--- config.mk ---
export PLATFORM = sky130hd
export DESIGN_NAME = mscr_pair
export DESIGN_NICKNAME = d
export VERILOG_FILES = /design/src/rtl/mscr_pkg.sv /design/src/rtl/mscr_core.sv /design/src/rtl/mscr_code_check.sv /design/src/rtl/mscr_pipe_reg.sv /design/src/rtl/mscr_pair.sv
export SDC_FILE = /design/constraint.sdc
export NUM_CORES = 2
export LEC_CHECK = 0
export CAP_MARGIN = 15
export CORE_MARGIN = 3
export CORE_UTILIZATION = 60
export DETAILED_ROUTE_END_ITERATION = 7
export PLACE_DENSITY_LB_ADDON = 0.1
export SKIP_LAST_GASP = 1
export SLEW_MARGIN = 20
export SYNTH_ARGS = -nofsm -noshare
export SYNTH_HDL_FRONTEND = slang
export SYNTH_HIERARCHICAL = 1
export SYNTH_SLANG_ARGS = --single-unit
--- constraint.sdc ---
create_clock -name clk -period 37.5 [get_ports clk]
set_input_delay 7.5 -clock clk [delete_from_list [all_inputs] [get_ports clk]]
set_output_delay 7.5 -clock clk [all_outputs]
set_load 0.02 [all_outputs]
--- src/rtl/mscr_pkg.sv ---
`timescale 1ns/1ps
package mscr_pkg;
  localparam int GROUP_W = 10;
  // K30.7, running disparity negative, bit 9 = first line bit
  localparam logic [GROUP_W-1:0] ERR_GROUP = 10'h1E8;
endpackage

--- src/rtl/mscr_core.sv ---
`timescale 1ns/1ps
module mscr_core #(
  parameter int WORD_W = 20,
  parameter int POLY_W = 32,
  parameter bit DESCR  = 1'b0
) (
  input  logic              en,
  input  logic [POLY_W:1]   poly,
  input  logic [POLY_W:1]   hist,
  input  logic [WORD_W-1:0] din,
  output logic [WORD_W-1:0] dout,
  output logic [POLY_W:1]   hist_nx
);
  generate
    if (DESCR) begin : g_descr
      always_comb begin
        logic [POLY_W:1]   h;
        logic [WORD_W-1:0] o;
        logic              fb;
        h = hist;
        o = '0;
        for (int i = WORD_W - 1; i >= 0; i--) begin
          fb   = ^(poly & h);
          o[i] = en ? (din[i] ^ fb) : din[i];
          h    = {h[POLY_W-1:1], din[i]};
        end
        dout    = o;
        hist_nx = h;
      end
    end else begin : g_scr
      always_comb begin
        logic [POLY_W:1]   h;
        logic [WORD_W-1:0] o;
        logic              fb;
        h = hist;
        o = '0;
        for (int i = WORD_W - 1; i >= 0; i--) begin
          fb   = ^(poly & h);
          o[i] = en ? (din[i] ^ fb) : din[i];
          h    = {h[POLY_W-1:1], o[i]};
        end
        dout    = o;
        hist_nx = h;
      end
    end
  endgenerate
endmodule

--- src/rtl/mscr_code_check.sv ---
`timescale 1ns/1ps
module mscr_code_check
  import mscr_pkg::*;
(
  input  logic [GROUP_W-1:0] grp,
  output logic               legal
);
  logic [5:0] six;
  logic [3:0] four;
  logic [2:0] w6;
  logic [2:0] w4;
  logic       six_ok, four_ok, disp_ok;

  assign six  = grp[9:4];
  assign four = grp[3:0];

  always_comb begin
    w6 = '0;
    w4 = '0;
    for (int i = 0; i < 6; i++) w6 = w6 + 3'(six[i]);
    for (int i = 0; i < 4; i++) w4 = w4 + 3'(four[i]);
  end

  assign six_ok  = (w6 >= 3'd2) && (w6 <= 3'd4) && (six != 6'b111100) && (six != 6'b000011);
  assign four_ok = (w4 >= 3'd1) && (w4 <= 3'd3);
  assign disp_ok = !((w6 == 3'd4) && (w4 == 3'd3)) && !((w6 == 3'd2) && (w4 == 3'd1));
  assign legal   = six_ok && four_ok && disp_ok;
endmodule

--- src/rtl/mscr_pipe_reg.sv ---
`timescale 1ns/1ps
module mscr_pipe_reg #(
  parameter int DATA_W = 20
) (
  input  logic              clk,
  input  logic              rst_n,
  input  logic              in_valid,
  output logic              in_ready,
  input  logic [DATA_W-1:0] in_data,
  output logic              out_valid,
  input  logic              out_ready,
  output logic [DATA_W-1:0] out_data
);
  assign in_ready = !out_valid || out_ready;

  always_ff @(posedge clk) begin
    if (!rst_n) begin
      out_valid <= 1'b0;
      out_data  <= '0;
    end else if (in_ready) begin
      out_valid <= in_valid;
      if (in_valid) out_data <= in_data;
    end
  end


  stall_hold_chk: assert property (@(posedge clk) disable iff (!rst_n)
    (out_valid && !out_ready) |=> (out_valid && $stable(out_data)));


  accept_to_out_chk: assert property (@(posedge clk) disable iff (!rst_n)
    (in_valid && in_ready) |=> (out_valid && out_data == $past(in_data)));
endmodule

--- src/rtl/mscr_pair.sv ---
`timescale 1ns/1ps
module mscr_pair
  import mscr_pkg::*;
#(
  parameter int WORD_W = 20,
  parameter int POLY_W = 32
) (
  input  logic              clk,
  input  logic              rst_n,
  input  logic              tx_en,
  input  logic [POLY_W:1]   tx_poly,
  input  logic              tx_in_valid,
  output logic              tx_in_ready,
  input  logic [WORD_W-1:0] tx_in_data,
  output logic              tx_out_valid,
  input  logic              tx_out_ready,
  output logic [WORD_W-1:0] tx_out_data,
  input  logic              rx_en,
  input  logic [POLY_W:1]   rx_poly,
  input  logic              rx_in_valid,
  output logic              rx_in_ready,
  input  logic [WORD_W-1:0] rx_in_data,
  output logic              rx_out_valid,
  input  logic              rx_out_ready,
  output logic [WORD_W-1:0] rx_out_data,
  output logic [WORD_W/GROUP_W-1:0] rx_out_err
);
  localparam int NGRP = WORD_W / GROUP_W;

  // transmit path
  logic [POLY_W:1]   tx_hist, tx_hist_nx;
  logic [WORD_W-1:0] tx_scr;
  logic              tx_acc;

  assign tx_acc = tx_in_valid && tx_in_ready;

  mscr_core #(.WORD_W(WORD_W), .POLY_W(POLY_W), .DESCR(1'b0)) i_tx_core (
    .en(tx_en), .poly(tx_poly), .hist(tx_hist), .din(tx_in_data),
    .dout(tx_scr), .hist_nx(tx_hist_nx)
  );

  always_ff @(posedge clk) begin
    if (!rst_n)      tx_hist <= '0;
    else if (tx_acc) tx_hist <= tx_hist_nx;
  end

  mscr_pipe_reg #(.DATA_W(WORD_W)) i_tx_reg (
    .clk(clk), .rst_n(rst_n),
    .in_valid(tx_in_valid), .in_ready(tx_in_ready), .in_data(tx_scr),
    .out_valid(tx_out_valid), .out_ready(tx_out_ready), .out_data(tx_out_data)
  );

  // receive path
  logic [POLY_W:1]   rx_hist, rx_hist_nx;
  logic [WORD_W-1:0] rx_raw, rx_word;
  logic [NGRP-1:0]   rx_sub;
  logic              rx_acc;

  assign rx_acc = rx_in_valid && rx_in_ready;

  mscr_core #(.WORD_W(WORD_W), .POLY_W(POLY_W), .DESCR(1'b1)) i_rx_core (
    .en(rx_en), .poly(rx_poly), .hist(rx_hist), .din(rx_in_data),
    .dout(rx_raw), .hist_nx(rx_hist_nx)
  );

  always_ff @(posedge clk) begin
    if (!rst_n)      rx_hist <= '0;
    else if (rx_acc) rx_hist <= rx_hist_nx;
  end

  generate
    for (genvar g = 0; g < NGRP; g++) begin : g_grp
      logic legal;
      mscr_code_check i_chk (.grp(rx_raw[g*GROUP_W +: GROUP_W]), .legal(legal));
      assign rx_sub[g] = rx_en && !legal;
      assign rx_word[g*GROUP_W +: GROUP_W] = rx_sub[g] ? ERR_GROUP : rx_raw[g*GROUP_W +: GROUP_W];


      err_code_chk: assert property (@(posedge clk) disable iff (!rst_n)
        (rx_out_valid && rx_out_err[g]) |-> (rx_out_data[g*GROUP_W +: GROUP_W] == ERR_GROUP));
    end
  endgenerate

  mscr_pipe_reg #(.DATA_W(WORD_W + NGRP)) i_rx_reg (
    .clk(clk), .rst_n(rst_n),
    .in_valid(rx_in_valid), .in_ready(rx_in_ready), .in_data({rx_sub, rx_word}),
    .out_valid(rx_out_valid), .out_ready(rx_out_ready), .out_data({rx_out_err, rx_out_data})
  );


  tx_bypass_chk: assert property (@(posedge clk) disable iff (!rst_n)
    (tx_acc && !tx_en) |=> (tx_out_data == $past(tx_in_data)));


  rx_bypass_chk: assert property (@(posedge clk) disable iff (!rst_n)
    (rx_acc && !rx_en) |=> (rx_out_err == '0 && rx_out_data == $past(rx_in_data)));
endmodule

* After elaboration in Yosys (flattened, before gate mapping)
Cells that the tools add are included.
W data, S select, Z words.
** Storage, ports and cells
- Register bits after elaboration :: 108
- Output and inout bits :: 46
- Word-level logic and storage cells :: 238
** Cells by class
- Reduce and logical (&&, ||, !) cells :: 74
- Eq/ne operators :: 12
- Bitwise logic cells :: 80
- Order comparisons :: 8
- Mux-type cells :: 42
- $add $sub $neg :: 16
** Operators with widths (number)
- $and A32 B32 Y32 :: 40
- $reduce_xor A32 Y1 :: 40
- $mux W1 :: 40
- $xor A1 B1 Y1 :: 40
- $add A3 B1 Y3 :: 12
- $logic_and A1 B1 Y1 :: 22
- $mux W10 :: 2
- $eq A3 B2 Y1 const B :: 4
- $ne A6 B2 Y1 const B :: 2
- $ne A6 B6 Y1 const B :: 2
- $add A1 B1 Y2 :: 4
- $logic_not A1 Y1 :: 8
- $eq A3 B1 Y1 const B :: 2
- $eq A3 B3 Y1 const B :: 2
- $ge A3 B1 Y1 const B :: 2
- $ge A3 B2 Y1 const B :: 2
- $le A3 B2 Y1 const B :: 2
- $le A3 B3 Y1 const B :: 2
- $reduce_and A2 Y1 :: 2
- $logic_or A1 B1 Y1 :: 2

* Logic depth before layout (Yosys ltp)
- Depth after elaboration :: 80
- Gate-level depth with buffers :: 52
- Depth with buffers taken out :: 47

* By module
Netlist, hierarchy kept.
** By module, submodules not included
- mscr_core (i_tx_core) :: times used 1, cells an instance 1571, area an instance 10037.1 sq um
- mscr_core (i_rx_core) :: times used 1, cells an instance 1459, area an instance 9095.0 sq um
- mscr_pair :: times used 1, cells an instance 320, area an instance 2927.8 sq um
- mscr_pipe_reg (i_rx_reg) :: times used 1, cells an instance 101, area an instance 952.2 sq um
- mscr_pipe_reg (i_tx_reg) :: times used 1, cells an instance 92, area an instance 850.8 sq um
- mscr_code_check :: times used 2, cells an instance 35, area an instance 291.5 sq um

* Worst setup path before layout
No wires, ideal clock.
- Path type :: input to register
- Start :: input port tx_poly[23] (netlist bit)
- End :: register tx_hist[1] (netlist bit)
- Required time :: 37.433 ns
- Library setup time :: 0.067 ns
- Cell stages on the path :: 48
- Slack :: 19.908 ns
- Arrival :: 17.525 ns
- Path through :: nand2_1 -> xnor3_1 -> xnor3_1 -> xnor3_1 -> xnor3_2 -> xnor2_2 -> xnor2_1 -> nand2_1 -> xnor3_1 -> nor3b_1 -> or4_1 -> a21oi_1 -> xor2_1 -> nor3b_2 -> o21ai_0 -> xnor2_1 -> xnor2_1 -> or3_1 -> [12 not listed] -> buf_2 -> o211ai_2 -> and3_1 -> o21ai_2 -> xor2_1 -> or3_4 -> and4b_1 -> a311oi_1 -> nand3b_1 -> xnor2_1 -> or3_1 -> a31o_1 -> and4_1 -> o21ai_1 -> xnor2_1 -> buf_4 -> nand4_1 -> o21ai_2
** On the way
- Word-level cells in the longest chain between the ends :: 80
** RTL lines
- from (decl) :: line mscr_pair.sv:11 : input logic [POLY_W:1] tx_poly,
- $and A32 B32 Y32 :: line mscr_core.sv:38 : fb = ^(poly & h);
- $reduce_xor A32 Y1 :: line mscr_core.sv:38
- $xor A1 B1 Y1 :: line mscr_core.sv:39 : o[i] = en ? (din[i] ^ fb) : din[i];
- $mux W1 :: line mscr_core.sv:39
- $and A32 B32 Y32 :: line mscr_core.sv:38
- $reduce_xor A32 Y1 :: line mscr_core.sv:38
- $xor A1 B1 Y1 :: line mscr_core.sv:39
- $mux W1 :: line mscr_core.sv:39
- [44 not listed]
- net tx_scr[7] :: line mscr_pair.sv:32 : logic [WORD_W-1:0] tx_scr;
- [21 not listed]
- $reduce_xor A32 Y1 :: line mscr_core.sv:38
- $xor A1 B1 Y1 :: line mscr_core.sv:39
- $mux W1 :: line mscr_core.sv:39
- $and A32 B32 Y32 (*) :: line mscr_core.sv:38
- $reduce_xor A32 Y1 (*) :: line mscr_core.sv:38
- $xor A1 B1 Y1 (*) :: line mscr_core.sv:39
- $mux W1 (*) :: line mscr_core.sv:39
- net tx_scr[0] :: line mscr_pair.sv:32
- to (signal assigned) :: line mscr_pair.sv:44 : else if (tx_acc) tx_hist <= tx_hist_nx;
- to (decl) :: line mscr_pair.sv:31 : logic [POLY_W:1] tx_hist, tx_hist_nx;
Mark *: on every way through the listed nets, which the timed path passes. The rest lies on a longest branch.
A chain may end at the register's enable or synchronous reset.

* Final worst setup path
- Start :: input port tx_poly[32] (netlist bit)
- End :: register tx_hist[1] (netlist bit)
** On the way
- Word-level cells in the longest chain between the ends :: 80
** RTL lines (line)
- $and A32 B32 Y32 :: mscr_core.sv:38
- $reduce_xor A32 Y1 :: mscr_core.sv:38
- $xor A1 B1 Y1 :: mscr_core.sv:39
- $mux W1 :: mscr_core.sv:39
- $and A32 B32 Y32 (*) :: mscr_core.sv:38
- $reduce_xor A32 Y1 (*) :: mscr_core.sv:38
- $xor A1 B1 Y1 (*) :: mscr_core.sv:39
- $mux W1 (*) :: mscr_core.sv:39
- net tx_scr[18] :: mscr_pair.sv:32
- [16 not listed]
- net tx_scr[14] :: mscr_pair.sv:32
- [4 not listed]
- net tx_scr[13] :: mscr_pair.sv:32
- [12 not listed]
- net tx_scr[10] :: mscr_pair.sv:32
- [33 not listed]
- $reduce_xor A32 Y1 :: mscr_core.sv:38
- $xor A1 B1 Y1 :: mscr_core.sv:39
- $mux W1 :: mscr_core.sv:39
- $and A32 B32 Y32 (*) :: mscr_core.sv:38
- $reduce_xor A32 Y1 (*) :: mscr_core.sv:38
- $xor A1 B1 Y1 (*) :: mscr_core.sv:39
- $mux W1 (*) :: mscr_core.sv:39
- net tx_scr[0] :: mscr_pair.sv:32
Marked as above.

==> results.sh <==
export IMPL_grt_pass1_vias=23100
export IMPL_path_max_fanout=21
export IMPL_syn_area_per_cell_um2=6.77
export IMPL_htree_num_levels=3
export IMPL_min_to="rx_hist[32]$_SDFFE_PN0P_"
export IMPL_port_buffer_count=157
export IMPL_reg2reg_slack_ns=24.87
export IMPL_hold_start="rx_hist[32]$_SDFFE_PN0P_"
export IMPL_r2r_end="tx_hist[1]$_SDFFE_PN0P_"
export IMPL_ys_ff_latch=108
export IMPL_crit_slowest_cell="clkdlybuf4s50_1"
export IMPL_antenna_found_initial=0
export IMPL_drtIter0Drc=2456
export IMPL_clockRootBuffer="clkbuf_16"
export IMPL_r2r_start="tx_hist[22]$_SDFFE_PN0P_"
export IMPL_cts_tree="built"
export IMPL_layout_cells_non_filler=4018
export IMPL_initial_utilization=0.611
export IMPL_period_needed_ns=20.30
export IMPL_setup_violations=0
export IMPL_post_cts_resized=0
export IMPL_diodes=0
export IMPL_timing_fmax_ghz=0.0493
export IMPL_cts_sinks=108
export IMPL_fin_crit_sh=0.541
export IMPL_path_class="in2reg"
export IMPL_clkLatencyLatePin_ns=0.36
export IMPL_track_usage=0.357
export IMPL_max_stage_delay_ns=1.13
export IMPL_yosysSeqAreaShare=0.0884
export IMPL_die_width_um=208
export IMPL_grt_pass1_wl_um=126000
export IMPL_ys_async_sr_fraction=0
export IMPL_syn_nets=3745
export IMPL_design_core_area_um2=40000
export IMPL_layout_drive_gt1_share=0.0564
export IMPL_dieArea_um2=43200
export IMPL_cp_arrival_ns=20.59
export IMPL_grt_met1_usage=0.438
export IMPL_vias_per_cell=5.81
export IMPL_grt_overflow_total=0
export IMPL_die_y_um=208
export IMPL_routed_wirelength_um=79800
export IMPL_postCtsSetupRepairBufs=0
export IMPL_ant_nets=0
export IMPL_final_cell_mix="nand2_1 (1,421), xnor2_1 (1,010), xor2_1 (250), clkdlybuf4s50_1 (156), dfxtp_1 (108)"
export IMPL_grtUsageMet3=0.0536
export IMPL_hpwl_um=51300
export IMPL_ys_types=75
export IMPL_finalHoldViolations=0
export IMPL_drc=0
export IMPL_wl_per_cell_um=19.9
export IMPL_synthCells=3613
export IMPL_fin_tns_setup_ns=0
export IMPL_tightest_slew_ns=1.12
export IMPL_dpl_cell_count=4002
export IMPL_layout_nets=3620
export IMPL_crit_required_ns=37.79
export IMPL_outcome="finished clean"
export IMPL_synth_edff_count=0
export IMPL_path_clk_slew_ns=0.08
export IMPL_holdPathStages=2
export IMPL_cp_common_cell="xnor3_1"
export IMPL_final_setup_skew_ns=0.0169
export IMPL_ff2ff_path_depth=46
export IMPL_cts_buffer_depth=2
export IMPL_drv_slew=0
export IMPL_startpoint_type="primary input"
export IMPL_yosysWarningCount=6
export IMPL_hold_buffers=0
export IMPL_relSlewSlack=0.253
export IMPL_synthFlopType="dfxtp_1"
export IMPL_ios=158
export IMPL_crit_start="tx_poly[32]"
export IMPL_met2_usage=0.585
export IMPL_cap_violations=0
export IMPL_cts_buffers_inserted=9
export IMPL_top_usage_layer="met2"
export IMPL_drt_pass1_iterations=5
export IMPL_end_kind="register"
export IMPL_mappedNetlistArea_um2=24400
export IMPL_final_common_cell="nand2_1"
export IMPL_hold_path_class="reg2reg"
export IMPL_gp_congestion=0.918
export IMPL_syn_to_final_growth_pct=3.99
export IMPL_rows=73
export IMPL_grt_setup_unrepaired="no"
export IMPL_num_vias=23300
export IMPL_grt_max_degree=111
critical path, delay by kind of cell:
family,cells,cell delay (ns)
AND/OR/NAND/NOR,17,3.69
buffers and inverters,2,1.36
XOR/XNOR,14,5.49
AO/OA/AOI/OAI,14,2.57
sequential cells by signal, indices dropped and copies added, names as in the netlist:
signal and count:
tx_hist 32, i_rx_reg/out_valid 1, i_tx_reg/out_valid 1, rx_hist 32
i_tx_reg/out_data 20, i_rx_reg/out_data 22
kinds of logic (layout without fill, tap and decap cells):
kind of cell / count (synthesis) / in the layout / synth area share
adders and majority gates: 20 / 20 / 0.0127
DFF: 108 / 108 / 0.0884
and+or+nand+nor: 1596 / 1596 / 0.265
muxes: 46 / 46 / 0.0188
buffers and inverters: 413 / 293 / 0.0951
xor gates and xnor gates: 1287 / 1287 / 0.475
AOI/OAI and AO/OA: 143 / 143 / 0.0445
worst max path at each step:
stage	endpoint	slack [ns]	cells after the start
after global placement	i_tx_reg/out_data[0]$_SDFFE_PN0P_	17.70	47
final	tx_hist[1]$_SDFFE_PN0P_	17.20	47
after floorplan	tx_hist[1]$_SDFFE_PN0P_	19.91	48
after CTS	tx_hist[1]$_SDFFE_PN0P_	17.42	47
after detailed placement	tx_hist[1]$_SDFFE_PN0P_	17.07	47
after global routing	tx_hist[1]$_SDFFE_PN0P_	16.10	47
routing by layer:
| layer | share of wire | routed length, um | vias up |
|---|---|---|---|
| met5 | 0 | 0 | - |
| met3 | 0.10 | 8330 | 354 |
| met4 | 0.064 | 5130 | 0 |
| met1 | 0.38 | 29900 | 10900 |
| li1 | - | - | 10700 |
| met2 | 0.46 | 36400 | 1449 |
layout make-up:
cell class / count / area, um2
multi-input combinational: 3092 / 20000
fill: 3673 / 14600
clock inverter: 7 / 88.8
inverter: 40 / 150
timing repair buffer: 237 / 2170
clock buffer: 9 / 225
tap: 525 / 657
sequential: 108 / 2160
through the flow:
step	cell area, um2	hold slack [ns]	setup WS [ns]	utilization
2_1_floorplan	24400	0.427	19.91	-
3_3_place_gp	25100	0.441	17.70	0.628
3_5_place_dp	25100	0.449	17.07	0.628
4_1_cts	25400	0.464	17.42	0.635
5_1_grt	25400	0.477	16.10	0.635
6_report	25400	0.460	17.20	0.635
Yosys cell counts (all sizes together) (4+ instances only):
master,n,area [um2]
xor2,250,2190
o211ai,5,47.5
nor3,7,35.0
a21oi,10,53.8
or2,9,58.8
inv,39,146
o21ai,96,713
nand4,66,413
ha,12,150
xor3,5,119
xnor2,1017,8960
nand2,1426,5370
buf,297,1890
nand3,4,25.0
or3,6,42.5
dfxtp,108,2160
nor2,11,48.8
and2,16,110
a21boi,11,86.3
mux2i,46,460
nor3b,9,72.6
clkbuf,76,285
xnor3,15,339
and3,5,36.3
fa,8,160
nand2b,18,128
Power is left out: the tool's default activity adds up to more than one toggle a clock period on the data nets, which glitch-free logic cannot reach.
